## config.mk

```make
export PLATFORM = sky130hd
export DESIGN_NAME = irq_level_ctrl
export DESIGN_NICKNAME = d
export VERILOG_FILES = /design/src/rtl/irqc_pkg.sv /design/src/rtl/irqc_edge_detect.sv /design/src/rtl/irqc_status_regs.sv /design/src/rtl/irqc_level_encode.sv /design/src/rtl/irq_level_ctrl.sv
export SDC_FILE = /design/constraint.sdc
export NUM_CORES = 1
export LEC_CHECK = 0
export BUFFER_PORTS_ARGS = -buffer_cell sky130_fd_sc_hd__buf_2
export CAP_MARGIN = 15
export CORE_AREA = 2 2 111 113
export CTS_BUF_LIST = sky130_fd_sc_hd__clkbuf_8
export DETAILED_ROUTE_END_ITERATION = 10
export DIE_AREA = 0 0 113 115
export REMOVE_ABC_BUFFERS = 1
export SYNTH_ARGS = -nofsm -noshare
export SYNTH_HDL_FRONTEND = slang
export SYNTH_SLANG_ARGS = --single-unit
```

## constraint.sdc

```tcl
create_clock -name clk -period 2.5 [get_ports clk]
set_input_delay 0.375 -clock clk [delete_from_list [all_inputs] [get_ports clk]]
set_output_delay 0.375 -clock clk [all_outputs]
set_load 0.005 [all_outputs]
```

## src/rtl/irqc_pkg.sv

```systemverilog
// Package: irqc_pkg
// Shared constants for the interrupt level controller: the fixed map from
// source index to status bit, the priority level of each source, and the
// helper that builds the per-level group masks from that map.
package irqc_pkg;

    localparam int unsigned DATA_W     = 32;
    localparam int unsigned ADDR_W     = 16;
    localparam int unsigned NUM_SRC    = 13;
    localparam int unsigned IPL_W      = 3;
    localparam int unsigned VEC_W      = 8;

    localparam int unsigned LVL_LOW    = 3;
    localparam int unsigned LVL_MID    = 5;
    localparam int unsigned LVL_HIGH   = 6;

    // Status bit owned by each source index.
    localparam int unsigned SRC_BIT [NUM_SRC] =
        '{7, 3, 2, 9, 10, 12, 5, 17, 28, 27, 26, 23, 21};

    // Priority level requested by each source index.
    localparam int unsigned SRC_LVL [NUM_SRC] =
        '{3, 3, 3, 3, 3, 3, 3, 5, 6, 6, 6, 6, 6};

    // Index of the disk-DMA source, whose bit is also driven by the control byte.
    localparam int unsigned SRC_DISK_DMA = 10;

    // Build the mask of all status bits that belong to one level.
    function automatic logic [DATA_W-1:0] group_bits(input int unsigned lvl);
        logic [DATA_W-1:0] acc;
        acc = '0;
        for (int i = 0; i < NUM_SRC; i++) begin
            if (SRC_LVL[i] == lvl) acc[SRC_BIT[i]] = 1'b1;
        end
        return acc;
    endfunction

endpackage

```

## src/rtl/irqc_edge_detect.sv

```systemverilog
// Module: irqc_edge_detect
// Samples each level-sensitive source once per clock and flags its rising
// and falling transitions for one cycle.
// Assumes the sources are already synchronous to clk. Reset clears the
// history, so a source that is high when reset lifts reads as a rising edge.
module irqc_edge_detect #(
    parameter int unsigned N = 13
) (
    input  logic         clk,
    input  logic         rst_n,
    input  logic [N-1:0] lvl_in,
    output logic [N-1:0] rise,
    output logic [N-1:0] fall
);

    logic [N-1:0] prev_q;

    // Hold the previous sample of every source.
    always_ff @(posedge clk) begin
        if (!rst_n) prev_q <= '0;
        else        prev_q <= lvl_in;
    end

    // Compare the current level with the stored one, per source.
    for (genvar i = 0; i < N; i++) begin : g_edge
        assign rise[i] = lvl_in[i] & ~prev_q[i];
        assign fall[i] = ~lvl_in[i] & prev_q[i];
    end

endmodule

```

## src/rtl/irqc_status_regs.sv

```systemverilog
// Module: irqc_status_regs
// Holds the status word and the enable mask. It decodes the register bus and
// applies source edges and the disk-control side effect to the status bits.
// Update order inside one cycle, lowest to highest precedence: bus write of
// the status word, disk-control bit, source edges.
module irqc_status_regs
    import irqc_pkg::*;
#(
    parameter logic [ADDR_W-1:0] STATUS_OFS   = 16'h7000,
    parameter logic [ADDR_W-1:0] MASK_OFS     = 16'h7800,
    parameter int unsigned       DISK_DMA_BIT = 26
) (
    input  logic               clk,
    input  logic               rst_n,
    input  logic [NUM_SRC-1:0] rise,
    input  logic [NUM_SRC-1:0] fall,
    input  logic               bus_wr,
    input  logic [ADDR_W-1:0]  bus_addr,
    input  logic [DATA_W-1:0]  bus_wdata,
    output logic [DATA_W-1:0]  bus_rdata,
    input  logic               scsi_ctl_wr,
    input  logic               scsi_cpudma,
    output logic [DATA_W-1:0]  status_q,
    output logic [DATA_W-1:0]  mask_q
);

    logic              wr_status;
    logic              wr_mask;
    logic [DATA_W-1:0] status_d;

    assign wr_status = bus_wr && (bus_addr == STATUS_OFS);
    assign wr_mask   = bus_wr && (bus_addr == MASK_OFS);

    // Next status word: software first, then the control byte, then edges.
    always_comb begin
        status_d = status_q;
        if (wr_status)   status_d = bus_wdata;
        if (scsi_ctl_wr) status_d[DISK_DMA_BIT] = scsi_cpudma;
        for (int i = 0; i < NUM_SRC; i++) begin
            if (rise[i]) status_d[SRC_BIT[i]] = 1'b1;
            if (fall[i]) status_d[SRC_BIT[i]] = 1'b0;
        end
    end

    // Status word register.
    always_ff @(posedge clk) begin
        if (!rst_n) status_q <= '0;
        else        status_q <= status_d;
    end

    // Mask register, written only at its own offset.
    always_ff @(posedge clk) begin
        if (!rst_n)       mask_q <= '0;
        else if (wr_mask) mask_q <= bus_wdata;
    end

    // Read mux; unmapped offsets return zero.
    always_comb begin
        if (bus_addr == STATUS_OFS)    bus_rdata = status_q;
        else if (bus_addr == MASK_OFS) bus_rdata = mask_q;
        else                           bus_rdata = '0;
    end

    // A rising source owns its bit on the next cycle; a falling one clears it.
    for (genvar i = 0; i < NUM_SRC; i++) begin : g_chk
        assert_rise_sets_R2: assert property (@(posedge clk) disable iff (!rst_n)
            rise[i] |=> status_q[SRC_BIT[i]]);
        assert_fall_clears_R3: assert property (@(posedge clk) disable iff (!rst_n)
            fall[i] |=> !status_q[SRC_BIT[i]]);
    end

    // A lone status write lands verbatim.
    assert_status_write_R4: assert property (@(posedge clk) disable iff (!rst_n)
        (wr_status && !scsi_ctl_wr && (rise == '0) && (fall == '0))
        |=> (status_q == $past(bus_wdata)));

    // The mask moves only on a write to its offset.
    assert_mask_write_R5: assert property (@(posedge clk) disable iff (!rst_n)
        wr_mask |=> (mask_q == $past(bus_wdata)));
    assert_mask_hold_R5: assert property (@(posedge clk) disable iff (!rst_n)
        !wr_mask |=> $stable(mask_q));

    // The control byte sets or clears the disk-DMA bit unless that source's edge overrides it.
    assert_ctl_set_R6: assert property (@(posedge clk) disable iff (!rst_n)
        (scsi_ctl_wr && scsi_cpudma && !fall[SRC_DISK_DMA]) |=> status_q[DISK_DMA_BIT]);
    assert_ctl_clr_R7: assert property (@(posedge clk) disable iff (!rst_n)
        (scsi_ctl_wr && !scsi_cpudma && !rise[SRC_DISK_DMA]) |=> !status_q[DISK_DMA_BIT]);

endmodule

```

## src/rtl/irqc_level_encode.sv

```systemverilog
// Module: irqc_level_encode
// Gates the status word with the mask, picks the highest requesting level
// group, and registers the level together with its autovector.
// Assumes the three levels are fixed and ordered high, mid, low. Bits outside
// every group are ignored.
module irqc_level_encode
    import irqc_pkg::*;
#(
    parameter int unsigned VEC_BASE = 24
) (
    input  logic              clk,
    input  logic              rst_n,
    input  logic [DATA_W-1:0] status_q,
    input  logic [DATA_W-1:0] mask_q,
    output logic [IPL_W-1:0]  ipl_q,
    output logic [VEC_W-1:0]  vec_q
);

    localparam logic [DATA_W-1:0] GRP_HIGH = group_bits(LVL_HIGH);
    localparam logic [DATA_W-1:0] GRP_MID  = group_bits(LVL_MID);
    localparam logic [DATA_W-1:0] GRP_LOW  = group_bits(LVL_LOW);
    localparam logic [DATA_W-1:0] GRP_ANY  = GRP_HIGH | GRP_MID | GRP_LOW;

    logic [DATA_W-1:0] pend;
    logic [IPL_W-1:0]  ipl_d;

    assign pend = status_q & mask_q;

    // Fixed-priority choice of the highest enabled group.
    always_comb begin
        if (|(pend & GRP_HIGH))     ipl_d = IPL_W'(LVL_HIGH);
        else if (|(pend & GRP_MID)) ipl_d = IPL_W'(LVL_MID);
        else if (|(pend & GRP_LOW)) ipl_d = IPL_W'(LVL_LOW);
        else                        ipl_d = '0;
    end

    // Register the level and its autovector together.
    always_ff @(posedge clk) begin
        if (!rst_n) begin
            ipl_q <= '0;
            vec_q <= '0;
        end else begin
            ipl_q <= ipl_d;
            vec_q <= (ipl_d == '0) ? '0 : VEC_W'(VEC_BASE) + VEC_W'(ipl_d);
        end
    end

    // An enabled high-group bit wins one clock later.
    assert_high_level_R8: assert property (@(posedge clk) disable iff (!rst_n)
        (|(status_q & mask_q & GRP_HIGH)) |=> (ipl_q == IPL_W'(LVL_HIGH)));

    // Mid group alone yields its own vector.
    assert_mid_vector_R9: assert property (@(posedge clk) disable iff (!rst_n)
        ((|(status_q & mask_q & GRP_MID)) && !(|(status_q & mask_q & GRP_HIGH)))
        |=> (vec_q == VEC_W'(VEC_BASE + LVL_MID)));

    // Nothing enabled in any group means no request.
    assert_idle_R11: assert property (@(posedge clk) disable iff (!rst_n)
        !(|(status_q & mask_q & GRP_ANY)) |=> ((ipl_q == '0) && (vec_q == '0)));

endmodule

```

## src/rtl/irq_level_ctrl.sv

```systemverilog
// Module: irq_level_ctrl
// Top of the interrupt level controller: edge capture of the sources, the
// status and mask registers with their bus decode, and the level encoder.
// Assumes one synchronous clock domain and a single-cycle register bus.
module irq_level_ctrl
    import irqc_pkg::*;
(
    input  logic               clk,
    input  logic               rst_n,
    input  logic [NUM_SRC-1:0] src_in,
    input  logic               bus_wr,
    input  logic [ADDR_W-1:0]  bus_addr,
    input  logic [DATA_W-1:0]  bus_wdata,
    output logic [DATA_W-1:0]  bus_rdata,
    input  logic               scsi_ctl_wr,
    input  logic               scsi_cpudma,
    output logic [IPL_W-1:0]   cpu_ipl,
    output logic [VEC_W-1:0]   cpu_vector
);

    logic [NUM_SRC-1:0] rise;
    logic [NUM_SRC-1:0] fall;
    logic [DATA_W-1:0]  status_q;
    logic [DATA_W-1:0]  mask_q;

    irqc_edge_detect #(.N(NUM_SRC)) u_edge (
        .clk    (clk),
        .rst_n  (rst_n),
        .lvl_in (src_in),
        .rise   (rise),
        .fall   (fall)
    );

    irqc_status_regs u_regs (
        .clk         (clk),
        .rst_n       (rst_n),
        .rise        (rise),
        .fall        (fall),
        .bus_wr      (bus_wr),
        .bus_addr    (bus_addr),
        .bus_wdata   (bus_wdata),
        .bus_rdata   (bus_rdata),
        .scsi_ctl_wr (scsi_ctl_wr),
        .scsi_cpudma (scsi_cpudma),
        .status_q    (status_q),
        .mask_q      (mask_q)
    );

    irqc_level_encode u_enc (
        .clk      (clk),
        .rst_n    (rst_n),
        .status_q (status_q),
        .mask_q   (mask_q),
        .ipl_q    (cpu_ipl),
        .vec_q    (cpu_vector)
    );

    // Reset leaves no request at the processor.
    assert_reset_quiet_R1: assert property (@(posedge clk)
        !rst_n |=> ((cpu_ipl == '0) && (cpu_vector == '0)));

    // The level only ever takes one of the four legal values.
    assert_legal_level_R10: assert property (@(posedge clk) disable iff (!rst_n)
        (cpu_ipl == 3'd0) || (cpu_ipl == 3'd3) || (cpu_ipl == 3'd5) || (cpu_ipl == 3'd6));

endmodule

```

==> flow_metrics.py <==
metrics = {
    "logic_synthesis": {
        "yosysTopAreaCell": "dfxtp_1",
        "yosysWarnings": 0,
        "yosysTopAreaCellShare_pct": 48.2,
        "syn_area_sq_mm": 0.00349,
        "yosysUniqueCellTypes": 31,
        "synth-edff-count": 0,
        "synth_async_sr_flop_share_pct": 0,
        "syn-instance-count": 431,
        "synth_seq_cells": 84,
        "synth_seq_area_share_pct": 48.2,
        "synth_top_flop_cell": "dfxtp_1",
        "synthTopCellsByArea": "dfxtp_1, nand2_1, a21oi_1, a22o_1, buf_4",
        "syn_area_per_cell_sq_um": 8.10,
    },
    "critical_path": {
        "worstSetupStartpointType": "input port",
        "worstPathRequired_ns": 2.12,
        "cp-end-kind": "output port",
        "rr_worst_depth": 4,
        "crit_type": "input port to output port",
        "path_max_fanout": 20,
        "cp-startpoint": "bus_addr[9]",
        "critical_path_arrival_ns": 2.17,
        "r2r-start": "u_regs.mask_q[3]$_SDFFE_PN0P_",
    },
    "min_path": {
        "hp-start": "src_in[11]",
        "hp-class": "input port to register",
        "min_path_cells": 2,
    },
    "finish": {
        "drive_gt1_share_pct": 26.9,
        "fill_cells": 1204,
        "fin_area_sq_mm": 0.00443,
        "finalNetCount": 596,
        "n_antenna_cell": 0,
        "syn_to_final_growth_pct": 26.8,
    },
    "place": {
        "gp_congestion": 0.795,
        "dp.final_hpwl_mm": 6.90,
        "dpl_cell_area_sq_mm": 0.00421,
        "numPortBuffers": 105,
    },
    "power": {
        "finalPower_mw": 2.54,
        "power_leakage_nw": 1.83,
        "peakVddDrop_uv": 285,
        "powerDensity_mw_per_mm2": 573,
    },
    "sta": {
        "finalClockSkew_ns": 0.0103,
        "setup_viol": 22,
        "slew_violations": 0,
        "hold_viol_final": 0,
        "min_period_over_period_pct": 102,
        "rsz0062_at_grt": "yes",
        "fin_crit_ns": 2.54,
        "finalWorstSetupSlack_ns": -0.0427,
        "worst_pin_slew_ns": 0.639,
        "max-slew-margin-rel_pct": 57.4,
        "fmax_mhz": 393,
    },
    "global_routing": {
        "grt.overflow.total": 0,
        "grt_start_max_net_pins": 37,
        "grt_pass1_vias": 3276,
        "grt.total_usage_pct": 15.8,
        "antenna_found_initial": 0,
        "grt_pass1_wl_mm": 16.1,
    },
    "cts": {
        "hold_buffers": 0,
        "cts_tree": "done",
        "post-cts-setup-buffers": 0,
        "cts_made_buffers": 9,
        "cts.clk_slew.worst_paths_ns": 0.08,
        "clock_latency_ns": 0.38,
        "cts.htree.levels": 3,
        "cts_root_buf": "clkbuf_8",
        "max-clock-path-buffers": 2,
        "cts.sinks": 84,
    },
    "floorplan": {
        "die_y_microns": 115,
        "start_util_pct": 29.6,
        "die_x_microns": 113,
        "die_area_sq_mm": 0.0130,
        "core_area_sq_mm": 0.0118,
        "row_count": 40,
        "io_pins": 109,
    },
    "routing": {
        "viasPerCell": 4.93,
        "wire_per_inst_microns": 14.7,
        "dr.first_iter.drc_count": 249,
        "routed_wl_mm": 10.0,
        "dr.pass1.iters": 7,
        "antenna_left": 0,
        "vias": 3362,
        "drc": 9,
    },
    "run": {
        "max_cap_violations": 0,
    },
    "outcome": {
        "violations": "design-rule violations, negative setup slack",
        "outcome": "finished, violations left",
    },
}
critical path: stages:
cell and delay, ns:
buf_6 0.09, or4_4 0.53, or4_4 0.57, nor2_4 0.16
buf_12 0.19, a22o_1 0.15, buf_2 0.11
cells by family after synthesis:
group	Yosys count	synth area share [%]
flops	84	48.2
mux	1	0.287
simple gates	155	19.0
other cells	1	0.107
fa+ha+maj	1	0.287
compound gates	139	25.2
buf+inv	50	6.91
final timing paths:
| kind | end | slack (ns) |
|---|---|---|
| max reg2reg | u_enc.vec_q[1]$_SDFF_PP0_ | 1.05 |
| min reg2reg | u_regs.mask_q[15]$_SDFFE_PN0P_ | 0.46 |
| max | bus_rdata[0] | -0.04 |
| min | u_edge.prev_q[11]$_SDFF_PN0_ | 0.23 |
Yosys cell counts, types with 2 or more instances:
master / n
nand3_1: 14
a31oi_1: 9
dfxtp_1: 84
a22oi_1: 3
o21ai_0: 4
a21oi_1: 65
nor2_1: 12
o21a_1: 10
nand2b_1: 5
a222oi_1: 2
inv_1: 15
buf_4: 10
clkbuf_1: 15
a22o_1: 35
o21ai_1: 11
buf_2: 7
nand2_1: 111
or4_4: 2
and2_1: 4
buf_1: 2
stage by stage:
stage                     util, %  setup WS (ns)  std cells  setup TNS (ns)  hold WS [ns]
after floorplan                 -         -0.552        398          -33.12         0.432
after CTS                    37.5        -0.0481        682          -0.581         0.215
after global routing         37.5         -0.111        682           -2.02         0.223
final                        37.5        -0.0427        682          -0.476         0.235
after detailed placement     35.6         -0.123        666           -2.82         0.445
after global placement       35.6        -0.0853        666           -2.29         0.438
per-layer routing:
metal	track usage [%]	part of all wire, %
met1	19.2	44
met2	26.5	46
met3	4.64	8.0
met4	6.26	2.2
met5	0	0
sequential cells by signal, indices dropped and copies added (netlist names):
register,flops
u_regs.status_q,32
u_regs.mask_q,32
u_edge.prev_q,13
u_enc.ipl_q,3
u_enc.vec_q,4
placed cells by master (no fill, tap or decap), types with 2 or more instances in the layout:
cell | netlist | final
dfxtp_1 | 84 | 84
or4_4 | 2 | 2
o21a_1 | 10 | 10
buf_2 | 7 | 104
a22oi_1 | 3 | 3
clkinvlp_4 | 0 | 4
a22o_1 | 35 | 35
nand3_1 | 14 | 14
a31oi_1 | 9 | 9
a21oi_1 | 65 | 65
conb_1 | 1 | 3
o21ai_0 | 4 | 4
clkbuf_8 | 0 | 9
and2_1 | 4 | 3
nand2b_1 | 5 | 5
o21ai_1 | 11 | 11
clkinv_4 | 0 | 2
buf_12 | 0 | 5
nor2_1 | 12 | 11
nand2_1 | 111 | 111
inv_1 | 15 | 14
buf_6 | 1 | 2
a222oi_1 | 2 | 2
buf_4 | 10 | 10
where the power goes:
group | switching [mW] | internal [mW] | total [mW]
sequential | 0.0175 | 1.37 | 1.38
clock | 0.525 | 0.464 | 0.989
combinational | 0.0885 | 0.0754 | 0.164
total | 0.631 | 1.90 | 2.54
what timing repair did:
item,CTS,global route
setup endpoints to repair,32,32
gates resized for setup,4,0
cloned,0,0
area by class of cell:
class	count	area, sq um	share of cell area, %
sequential	84	1680	38.0
multi-input combinational	299	1590	35.8
timing repair buffer	121	718	16.2
tap	147	184	4.15
clock buffer	9	124	2.80
clock inverter	7	77.6	1.75
inverter	15	56.3	1.27
(Power assumes the default switching activity.)
